$ cat src/rtl/dbp_pkg.sv
package dbp_pkg;
    localparam int BYTE_W = 8;
    localparam int WORD_W = 16;

    typedef logic [BYTE_W-1:0] byte_t;
    typedef logic [WORD_W-1:0] word_t;

    typedef enum logic [2:0] {
        OP_IDLE = 3'd0,
        OP_WR16 = 3'd1,
        OP_WR8  = 3'd2,
        OP_RD   = 3'd3,
        OP_PUSH = 3'd4,
        OP_POP  = 3'd5
    } op_e;

    typedef struct packed {
        byte_t upper;   // becomes buffer byte 1
        byte_t lower;   // becomes buffer byte 0
    } pair_t;

    function automatic pair_t split_write(input logic be, input word_t w);
        pair_t p;
        if (be) begin
            p.upper = w[15:8];
            p.lower = w[7:0];
        end else begin
            p.upper = w[7:0];
            p.lower = w[15:8];
        end
        return p;
    endfunction

    function automatic word_t join_read(input logic be, input byte_t b0, input byte_t b1);
        return be ? {b0, b1} : {b1, b0};
    endfunction
endpackage

$ cat src/rtl/dbp_decode.sv
module dbp_decode
    import dbp_pkg::*;
#(
    parameter int DEPTH = 4,
    localparam int FILL_W = $clog2(DEPTH + 1)
) (
    input  logic              wr_en,
    input  logic              wr_narrow,
    input  logic              rd_en,
    input  logic              rx_push,
    input  logic              tx_pop,
    input  logic [FILL_W-1:0] fill,
    input  logic              closed,
    output op_e               op
);
    localparam logic [FILL_W-1:0] LIM16 = FILL_W'(DEPTH - 2);
    localparam logic [FILL_W-1:0] FULL  = FILL_W'(DEPTH);

    always_comb begin
        op = OP_IDLE;
        if (wr_en) begin
            if (!closed) begin
                if (wr_narrow) op = (fill < FULL) ? OP_WR8 : OP_IDLE;
                else           op = (fill <= LIM16) ? OP_WR16 : OP_IDLE;
            end
        end else if (rd_en) begin
            op = OP_RD;
        end else if (rx_push) begin
            op = (fill < FULL) ? OP_PUSH : OP_IDLE;
        end else if (tx_pop) begin
            op = (fill != '0) ? OP_POP : OP_IDLE;
        end
    end
endmodule

$ cat src/rtl/dbp_store.sv
module dbp_store
    import dbp_pkg::*;
#(
    parameter int DEPTH = 4,
    localparam int FILL_W = $clog2(DEPTH + 1),
    localparam int MEM_W  = DEPTH * BYTE_W
) (
    input  logic              clk,
    input  logic              rst,
    input  op_e               op,
    input  pair_t             wpair,
    input  byte_t             wbyte,
    input  byte_t             rx_byte,
    output byte_t             rd_b0,
    output byte_t             rd_b1,
    output byte_t             tx_top,
    output logic [FILL_W-1:0] fill,
    output logic              closed
);
    logic [MEM_W-1:0]  mem_q, mem_d;
    logic [FILL_W-1:0] fill_d;
    logic              closed_d;
    logic [FILL_W-1:0] take;
    logic [FILL_W-1:0] fill_m1;

    assign take    = (fill >= FILL_W'(2)) ? FILL_W'(2) : fill;
    assign fill_m1 = fill - FILL_W'(1);

    assign rd_b0  = (fill >= FILL_W'(1)) ? mem_q[BYTE_W-1:0] : '0;
    assign rd_b1  = (fill >= FILL_W'(2)) ? mem_q[2*BYTE_W-1:BYTE_W] : '0;
    assign tx_top = (fill != '0) ? byte_t'(mem_q >> {fill_m1, 3'b000}) : '0;

    always_comb begin
        mem_d  = mem_q;
        fill_d = fill;
        unique case (op)
            OP_WR16: begin
                mem_d  = (mem_q << (2 * BYTE_W)) | MEM_W'({wpair.upper, wpair.lower});
                fill_d = fill + FILL_W'(2);
            end
            OP_WR8: begin
                mem_d  = (mem_q << BYTE_W) | MEM_W'(wbyte);
                fill_d = fill + FILL_W'(1);
            end
            OP_RD: begin
                mem_d  = mem_q >> {take, 3'b000};
                fill_d = fill - take;
            end
            OP_PUSH: begin
                mem_d  = mem_q | (MEM_W'(rx_byte) << {fill, 3'b000});
                fill_d = fill + FILL_W'(1);
            end
            OP_POP: begin
                mem_d  = mem_q & ~(MEM_W'({BYTE_W{1'b1}}) << {fill_m1, 3'b000});
                fill_d = fill_m1;
            end
            default: ;
        endcase
        if (op == OP_WR8)         closed_d = 1'b1;
        else if (fill_d == '0)    closed_d = 1'b0;
        else                      closed_d = closed;
    end

    always_ff @(posedge clk) begin
        if (rst) begin
            mem_q  <= '0;
            fill   <= '0;
            closed <= 1'b0;
        end else begin
            mem_q  <= mem_d;
            fill   <= fill_d;
            closed <= closed_d;
        end
    end

    // the counter never passes the buffer depth
    a_r11_fill_bound: assert property (@(posedge clk) disable iff (rst)
        fill <= FILL_W'(DEPTH));
    // a taken 16-bit write grows the level by two
    a_r2_wr16_grows: assert property (@(posedge clk) disable iff (rst)
        (op == OP_WR16) |=> (fill == $past(fill) + FILL_W'(2)));
    // the transfer stays closed only while bytes remain
    a_r3_closed_nonempty: assert property (@(posedge clk) disable iff (rst)
        closed |-> (fill != '0));
    // reading an empty buffer keeps it empty
    a_r8_empty_read_keeps: assert property (@(posedge clk) disable iff (rst)
        (op == OP_RD && fill == '0) |=> (fill == '0));
endmodule

$ cat src/rtl/dbp_resp.sv
module dbp_resp
    import dbp_pkg::*;
#(
    parameter int DEPTH = 4,
    localparam int FILL_W = $clog2(DEPTH + 1)
) (
    input  logic              clk,
    input  logic              rst,
    input  op_e               op,
    input  logic              big_endian,
    input  logic              master_mode,
    input  logic              receive_mode,
    input  logic [FILL_W-1:0] fill,
    input  byte_t             rd_b0,
    input  byte_t             rd_b1,
    output word_t             rd_data,
    output logic              clr_tx_ready,
    output logic              clr_tx_underflow,
    output logic              clr_rx_ready,
    output logic              clr_rx_overrun,
    output logic              single_byte_set,
    output logic              access_ready_set,
    output logic              master_clear,
    output logic              run_req
);
    logic is_wr, is_rd, mrx;

    assign is_wr = (op == OP_WR16) || (op == OP_WR8);
    assign is_rd = (op == OP_RD);
    assign mrx   = master_mode && receive_mode;

    always_ff @(posedge clk) begin
        if (rst) begin
            rd_data          <= '0;
            clr_tx_ready     <= 1'b0;
            clr_tx_underflow <= 1'b0;
            clr_rx_ready     <= 1'b0;
            clr_rx_overrun   <= 1'b0;
            single_byte_set  <= 1'b0;
            access_ready_set <= 1'b0;
            master_clear     <= 1'b0;
            run_req          <= 1'b0;
        end else begin
            if (is_rd) rd_data <= join_read(big_endian, rd_b0, rd_b1);
            clr_tx_ready     <= is_wr;
            clr_tx_underflow <= is_wr;
            clr_rx_ready     <= is_rd;
            clr_rx_overrun   <= is_rd;
            single_byte_set  <= is_rd && (fill == FILL_W'(1));
            access_ready_set <= is_rd && mrx;
            master_clear     <= is_rd && mrx;
            run_req          <= is_wr || is_rd;
        end
    end

    // single-byte status only after a one-byte read
    a_r7_single_cause: assert property (@(posedge clk) disable iff (rst)
        single_byte_set |-> $past(fill == FILL_W'(1) && op == OP_RD));
    // access-ready only from a read in master receive
    a_r10_mrx_cause: assert property (@(posedge clk) disable iff (rst)
        access_ready_set |-> $past(master_mode && receive_mode));
    // empty read yields zero data
    a_r8_empty_zero: assert property (@(posedge clk) disable iff (rst)
        (op == OP_RD && fill == '0) |=> (rd_data == '0));
    // run request only follows a taken access
    a_r5_run_cause: assert property (@(posedge clk) disable iff (rst)
        run_req |-> $past(op == OP_WR16 || op == OP_WR8 || op == OP_RD));
endmodule

$ cat src/rtl/dbp_port.sv
module dbp_port
    import dbp_pkg::*;
#(
    parameter int DEPTH = 4
) (
    input  logic                       clk,
    input  logic                       rst,
    input  logic                       big_endian,
    input  logic                       wr_en,
    input  logic                       wr_narrow,
    input  logic [15:0]                wr_data,
    input  logic                       rd_en,
    output logic [15:0]                rd_data,
    input  logic                       master_mode,
    input  logic                       receive_mode,
    input  logic                       rx_push,
    input  logic [7:0]                 rx_byte,
    input  logic                       tx_pop,
    output logic [7:0]                 tx_byte,
    output logic                       tx_valid,
    output logic [$clog2(DEPTH+1)-1:0] fill_level,
    output logic                       clr_tx_ready,
    output logic                       clr_tx_underflow,
    output logic                       clr_rx_ready,
    output logic                       clr_rx_overrun,
    output logic                       single_byte_set,
    output logic                       access_ready_set,
    output logic                       master_clear,
    output logic                       run_req
);
    localparam int FILL_W = $clog2(DEPTH + 1);

    op_e               op;
    pair_t             wpair;
    byte_t             b0, b1;
    logic [FILL_W-1:0] fill;
    logic              closed;

    assign wpair      = split_write(big_endian, wr_data);
    assign fill_level = fill;
    assign tx_valid   = (fill != '0);

    dbp_decode #(.DEPTH(DEPTH)) u_decode (
        .wr_en(wr_en), .wr_narrow(wr_narrow), .rd_en(rd_en),
        .rx_push(rx_push), .tx_pop(tx_pop),
        .fill(fill), .closed(closed), .op(op)
    );

    dbp_store #(.DEPTH(DEPTH)) u_store (
        .clk(clk), .rst(rst), .op(op), .wpair(wpair), .wbyte(wr_data[7:0]),
        .rx_byte(rx_byte), .rd_b0(b0), .rd_b1(b1), .tx_top(tx_byte),
        .fill(fill), .closed(closed)
    );

    dbp_resp #(.DEPTH(DEPTH)) u_resp (
        .clk(clk), .rst(rst), .op(op), .big_endian(big_endian),
        .master_mode(master_mode), .receive_mode(receive_mode),
        .fill(fill), .rd_b0(b0), .rd_b1(b1), .rd_data(rd_data),
        .clr_tx_ready(clr_tx_ready), .clr_tx_underflow(clr_tx_underflow),
        .clr_rx_ready(clr_rx_ready), .clr_rx_overrun(clr_rx_overrun),
        .single_byte_set(single_byte_set), .access_ready_set(access_ready_set),
        .master_clear(master_clear), .run_req(run_req)
    );

    // a valid transmit byte exists exactly when the level is nonzero
    a_r12_valid_level: assert property (@(posedge clk) disable iff (rst)
        (op == OP_POP) |-> tx_valid);
    // a write request blocks any read pulse in the next cycle
    a_r13_write_wins: assert property (@(posedge clk) disable iff (rst)
        (wr_en && rd_en) |=> !clr_rx_ready);
endmodule

$ cat config.mk
export PLATFORM = sky130hd
export DESIGN_NAME = dbp_port
export DESIGN_NICKNAME = d
export VERILOG_FILES = /design/src/rtl/dbp_pkg.sv /design/src/rtl/dbp_decode.sv /design/src/rtl/dbp_store.sv /design/src/rtl/dbp_resp.sv /design/src/rtl/dbp_port.sv
export SDC_FILE = /design/constraint.sdc
export NUM_CORES = 1
export LEC_CHECK = 0
export ABC_AREA = 1
export ABC_CLOCK_PERIOD_IN_PS = 2900
export BUFFER_PORTS_ARGS = -buffer_cell sky130_fd_sc_hd__buf_2
export CAP_MARGIN = 30
export CORE_MARGIN = 3
export CORE_UTILIZATION = 40
export CTS_CLUSTER_DIAMETER = 60
export DETAILED_ROUTE_END_ITERATION = 10
export GPL_ROUTABILITY_DRIVEN = 0
export REMOVE_ABC_BUFFERS = 1
export SKIP_LAST_GASP = 1
export SLEW_MARGIN = 20
export SYNTH_ARGS = -nofsm -noshare
export SYNTH_HDL_FRONTEND = slang
export SYNTH_HIERARCHICAL = 1
export SYNTH_SLANG_ARGS = --single-unit
$ cat constraint.sdc
create_clock -name clk -period 2.9 [get_ports clk]
set_input_delay 0.29 -clock clk [delete_from_list [all_inputs] [get_ports clk]]
set_output_delay 0.29 -clock clk [all_outputs]
set_load 0.03 [all_outputs]
Word level (Yosys, flattened, before mapping) --
Index checks and enable logic that the tools add are counted.
Cells by class: add/sub/neg operators 4, mux-type cells 20, shifts and indexed selects 4, reductions and logical operators 10, eq/ne operators 6, bitwise logic cells 5, $lt $le $gt $ge 4
Operator list (number):
- case mux 32 bit (5 select lines) | 1
- AND 32 bit | 1
- 2-to-1 mux 16 bit | 2
- inverter 32 bit | 1
- bitwise OR 32 x 16 -> 32 bit | 1
- bitwise OR 32 bit | 1
- bitwise OR 32 x 8 -> 32 bit | 1
- left shift 8 x 6 -> 32 bit | 1
- left shift 8 x 6 -> 32 bit (first input constant) | 1
- right shift 32 x 6 -> 32 bit | 1
- right shift 32 x 6 -> 8 bit | 1
- 2-to-1 mux 3 bit | 9
- 2-to-1 mux 8 bit | 3
- case mux 3 bit (4 select lines) | 1
- == test 3 x 1 -> 1 bit (second input constant) | 2
- == test 3 x 2 -> 1 bit (second input constant) | 2
- == test 3 bit (second input constant) | 2
- nonzero test 5 bit | 1
- adder 3 x 1 -> 3 bit (second input constant) | 1
- adder 3 x 2 -> 3 bit (second input constant) | 1
- >= comparator 3 x 1 -> 1 bit (second input constant) | 1
- >= comparator 3 x 2 -> 1 bit (second input constant) | 1
- less-or-equal comparator 3 x 2 -> 1 bit (second input constant) | 1
- logical AND 1 bit | 3
- other kinds (10) | 13
Storage, ports and cells: input port bits 34, register bits after elaboration 57, output and inout bits 36, logic and storage cells 62

Longest topological paths before layout --
depth after elaboration 12, mapped depth 21, gate-level depth less buffers 20

Modules after synthesis --
Netlist, hierarchy kept.
Modules (own cells, without submodules):
- dbp_store | cells each 587, sequential area each 720.7 um2, area each 3480.8 um2, instances 1
- dbp_resp | cells each 174, sequential area each 420.4 um2, area each 1079.8 um2, instances 1
- dbp_port | cells each 55, sequential area each 0.0 um2, area each 295.3 um2, instances 1
- dbp_decode | cells each 19, sequential area each 0.0 um2, area each 86.3 um2, instances 1

Worst setup path after synthesis --
No wires, ideal clock.
path kind reg2out, start point register u_store.fill[0], end point output tx_byte[0], buffers on the path 3, setup slack -0.163 ns, required time 2.610 ns, arrival time 2.773 ns, stages on the path, launching flop included 10, cells stage by stage dfxtp_1 buf_4 clkinv_1 clkbuf_1 ha_1 clkbuf_1 clkinv_1 a21oi_1 o21ai_0 a21oi_1
Between the ends: cells in the longest elaborated chain, start to end 3, elaborated cells on any way between the ends 4, those cells by class add/sub: 1; shift: 1; mux: 1; reduce/logical: 1
RTL lines:
- start, declared | RTL line dbp_store.sv:17 | output logic [FILL_W-1:0] fill,
- start signal, assigned | RTL line dbp_store.sv:71 | fill <= fill_d;
- subtractor 3 x 1 -> 3 bit | RTL line dbp_store.sv:27 | assign fill_m1 = fill - FILL_W'(1);
- right shift 32 x 6 -> 8 bit | RTL line dbp_store.sv:31 | assign tx_top = (fill != '0) ? byte_t'(mem_q >> {fill_m1, 3'b000}) : '0;
- 2-to-1 mux 8 bit (*) | RTL line dbp_store.sv:31
- end, declared | RTL line dbp_port.sv:19 | output logic [7:0] tx_byte,
Every way passes the cells marked *; elsewhere a longest branch is shown, timed or not.

Worst setup path in the final report --
start point register u_store.fill[0], end point output tx_byte[3]
The elaborated chain is that of the path after synthesis.

==> results.ini <==
[run_status]
outcome=complete, no violations

[min_path]
hp-class=primary input to flip-flop
hold-path-cell-count=3
hp-start=receive_mode
min_to=u_resp/master_clear$_SDFF_PP0_

[critical_path]
rrSetupSlack_ns=0.24
critical_path_arrival_ns=2.47
crit_fanout=9
rr_worst_depth=13
startpoint_type=flip-flop
rr_startpoint=u_store/fill[1]$_SDFF_PP0_
critPathSlowestCell=ha_1
critPathLaunch=u_store/fill[0]$_SDFF_PP0_
cpPeakStageDelay_ns=0.46
worstPathRequired_ns=2.61
path_cells=clkinv_1 -> ha_1 -> clkinvlp_4 -> a21oi_1 -> o21ai_0 -> a21oi_1 -> buf_2
crit_buf_inv=3
r2r_end=u_store/closed$_SDFFE_PP0P_
worst_setup_path_end_kind=output pin
cpLargestDelayFamily=buffers and inverters
cpMostUsedCell=a21oi_1
critPathKind=flip-flop to output pin

[logic_synthesis]
syn_area_per_cell_um2=5.92
synthArstFlopShare_pct=0
synth_top_cell_by_area=dfxtp_1
synth-main-ff-cell=dfxtp_1
synth_edf_count=0
netlist_top_cells_area=dfxtp_1 23%, nand2_1 16%, o21ai_0 11%, a21oi_1 8.7%, inv_1 6.2%
synth-seq-cells=57
ys_seq_area_share_pct=23.1
synth_top_area_share_pct=23.1
yosysWarningCount=6
synth_area_mm2=0.00494
synth_cells=835
synth_cell_types=46

[floorplanning]
fp-row-count=39
ios=70
fp.dieW_um=117
core_area_mm2=0.0118
dieHeight_um=117
start_util_pct=42.0
dieArea_mm2=0.0137

[clock_tree]
numCtsBuffers=9
clock-sinks=57
cts_hold_buf=0
clk_latency_ns=0.34
clk_path_buf_depth=2
cts_tree=yes
cts_htree_levels=3
clkTransAtPathRegs_ns=0.06
clockRootBuffer=clkbuf_16

[place]
dp.cells=1041
hpwlAfterDp_mm=11.5
numPortBuffers=69
placed_area_mm2=0.00539

[power]
ir_drop_mv=0.352
p_leak_nw=2.58
p_per_area_mw_per_mm2=826

[global_route]
top_usage_layer=met2
first_global_vias=5362
antenna_found_initial=0
grt_usage_pct=25.2
grt_use_met2_pct=40.6
use_met1_pct=32.6
grt_max_degree=59
overflow=0
use_met3_pct=5.71
grt_pass1_wl_mm=27.1

[detailed_routing]
wirelength_mm=17.1
drcViolationCount=0
detail_route.first_pass.iterations=6
routed-via-count=5915
drt_iter0_drc=652
wl_per_cell_um=16.1
antenna_left=0
avgViaCountPerCell=5.59

[timing]
setup_viol=0
rsz0062_at_grt=yes
hold_slack_ns=0.195
period_share_pct=95.2
clock_skew_ns=0.00630
final_hold_viol_count=0
worst_pin_slew_ns=0.904
fin_tns_setup_ns=0
finalCriticalPeriod_ns=2.76
slew_viol_final=0
slew_headroom_pct=39.7
max_freq_mhz=362

[final_layout]
antennaDiodeCount=0
fill_cells=1254
fin_cells=1058
layout_commonest_cell=nand2_1
num-nets-final=933
drive_gt1_share_pct=18.1
syn_to_final_growth_pct=15.7
final_cell_area_mm2=0.00572
final_cell_mix=207 x nand2_1, 104 x o21ai_0, 86 x a21oi_1

[job]
maxCapViolCount=0

layout make-up:
class	instances	area (um2)	area share, %
timing repair inverter	1	5.00	0.0875
tap	164	205	3.59
timing repair buffer	95	553	9.67
inverter	93	367	6.41
multi-input combinational	632	3130	54.8
clock buffer	10	229	4.01
sequential	57	1140	20.0
clock inverter	6	82.6	1.44
power by group:
group	internal [mW]	switching [mW]	total, mW
Sequential	0.933	0.144	1.08
Clock	0.747	0.392	1.14
Combinational	0.760	1.75	2.51
logic make-up (layout without fill, tap and decap cells):
kind of cell / Yosys count / in the layout / share of synthesized area, %
AOI/OAI and AO/OA: 261 / 261 / 29.4
xor gates and xnor gates: 2 / 2 / 0.354
adders and majority gates: 10 / 10 / 2.68
buffers and inverters: 146 / 205 / 13.6
DFF: 57 / 57 / 23.1
and+or+nand+nor: 359 / 359 / 30.9
per-stage QoR:
| step | worst slack, ns | util (%) | power, mW |
|---|---|---|---|
| finish | 0.139 | 48.6 | 4.72 |
| detailed placement | 0.255 | 45.8 | 3.51 |
| global route | -0.0112 | 48.6 | 5.05 |
| CTS | 0.0391 | 48.5 | 4.66 |
| global placement | 0.305 | 45.8 | 3.48 |
| floorplan | -0.789 | - | 2.68 |
sequential cells by signal, summed over array words and instances, names as in the netlist:
signal / count
u_resp/clr_rx_overrun: 1
u_resp/clr_tx_underflow: 1
u_resp/master_clear: 1
u_resp/rd_data: 16
u_resp/run_req: 1
u_resp/single_byte_set: 1
u_store/closed: 1
u_store/fill: 3
u_store/mem_q: 32
worst min-delay path, cell delays in order:
cell and delay, ns:
buf_2 0.09, nand2_1 0.06, nor3_2 0.04
synthesized netlist by cell type (all sizes together), types with 6 or more instances:
cell	instances
a21oi	87
a31oi	21
a32oi	7
buf	32
clkbuf	21
dfxtp	57
ha	9
inv	90
nand2	232
nand3	27
nor2	84
nor3	9
o211ai	18
o21ai	112
o221ai	6
how the worst max path moves through the flow:
stage | to | depth (start not counted) | slack, ns
after floorplan | tx_byte[0] | 6 | -0.79
after CTS | tx_byte[3] | 7 | 0.04
after global routing | tx_byte[3] | 7 | -0.01
final | tx_byte[3] | 7 | 0.14
after global placement | u_store/closed$_SDFFE_PP0P_ | 13 | 0.30
after detailed placement | u_store/closed$_SDFFE_PP0P_ | 13 | 0.25
layer usage:
layer	routed length [um]	vias up
met5	0	-
met4	547	0
met2	7570	342
met1	7270	2648
li1	-	2875
met3	1680	50
repair_timing:
action                                  in CTS  in global routing
hold endpoints to repair                     0                  0
resized for setup                            0                  4
endpoints found under the setup margin       0                 12
setup buffers                                0                  0
(Power assumes the default switching activity.)
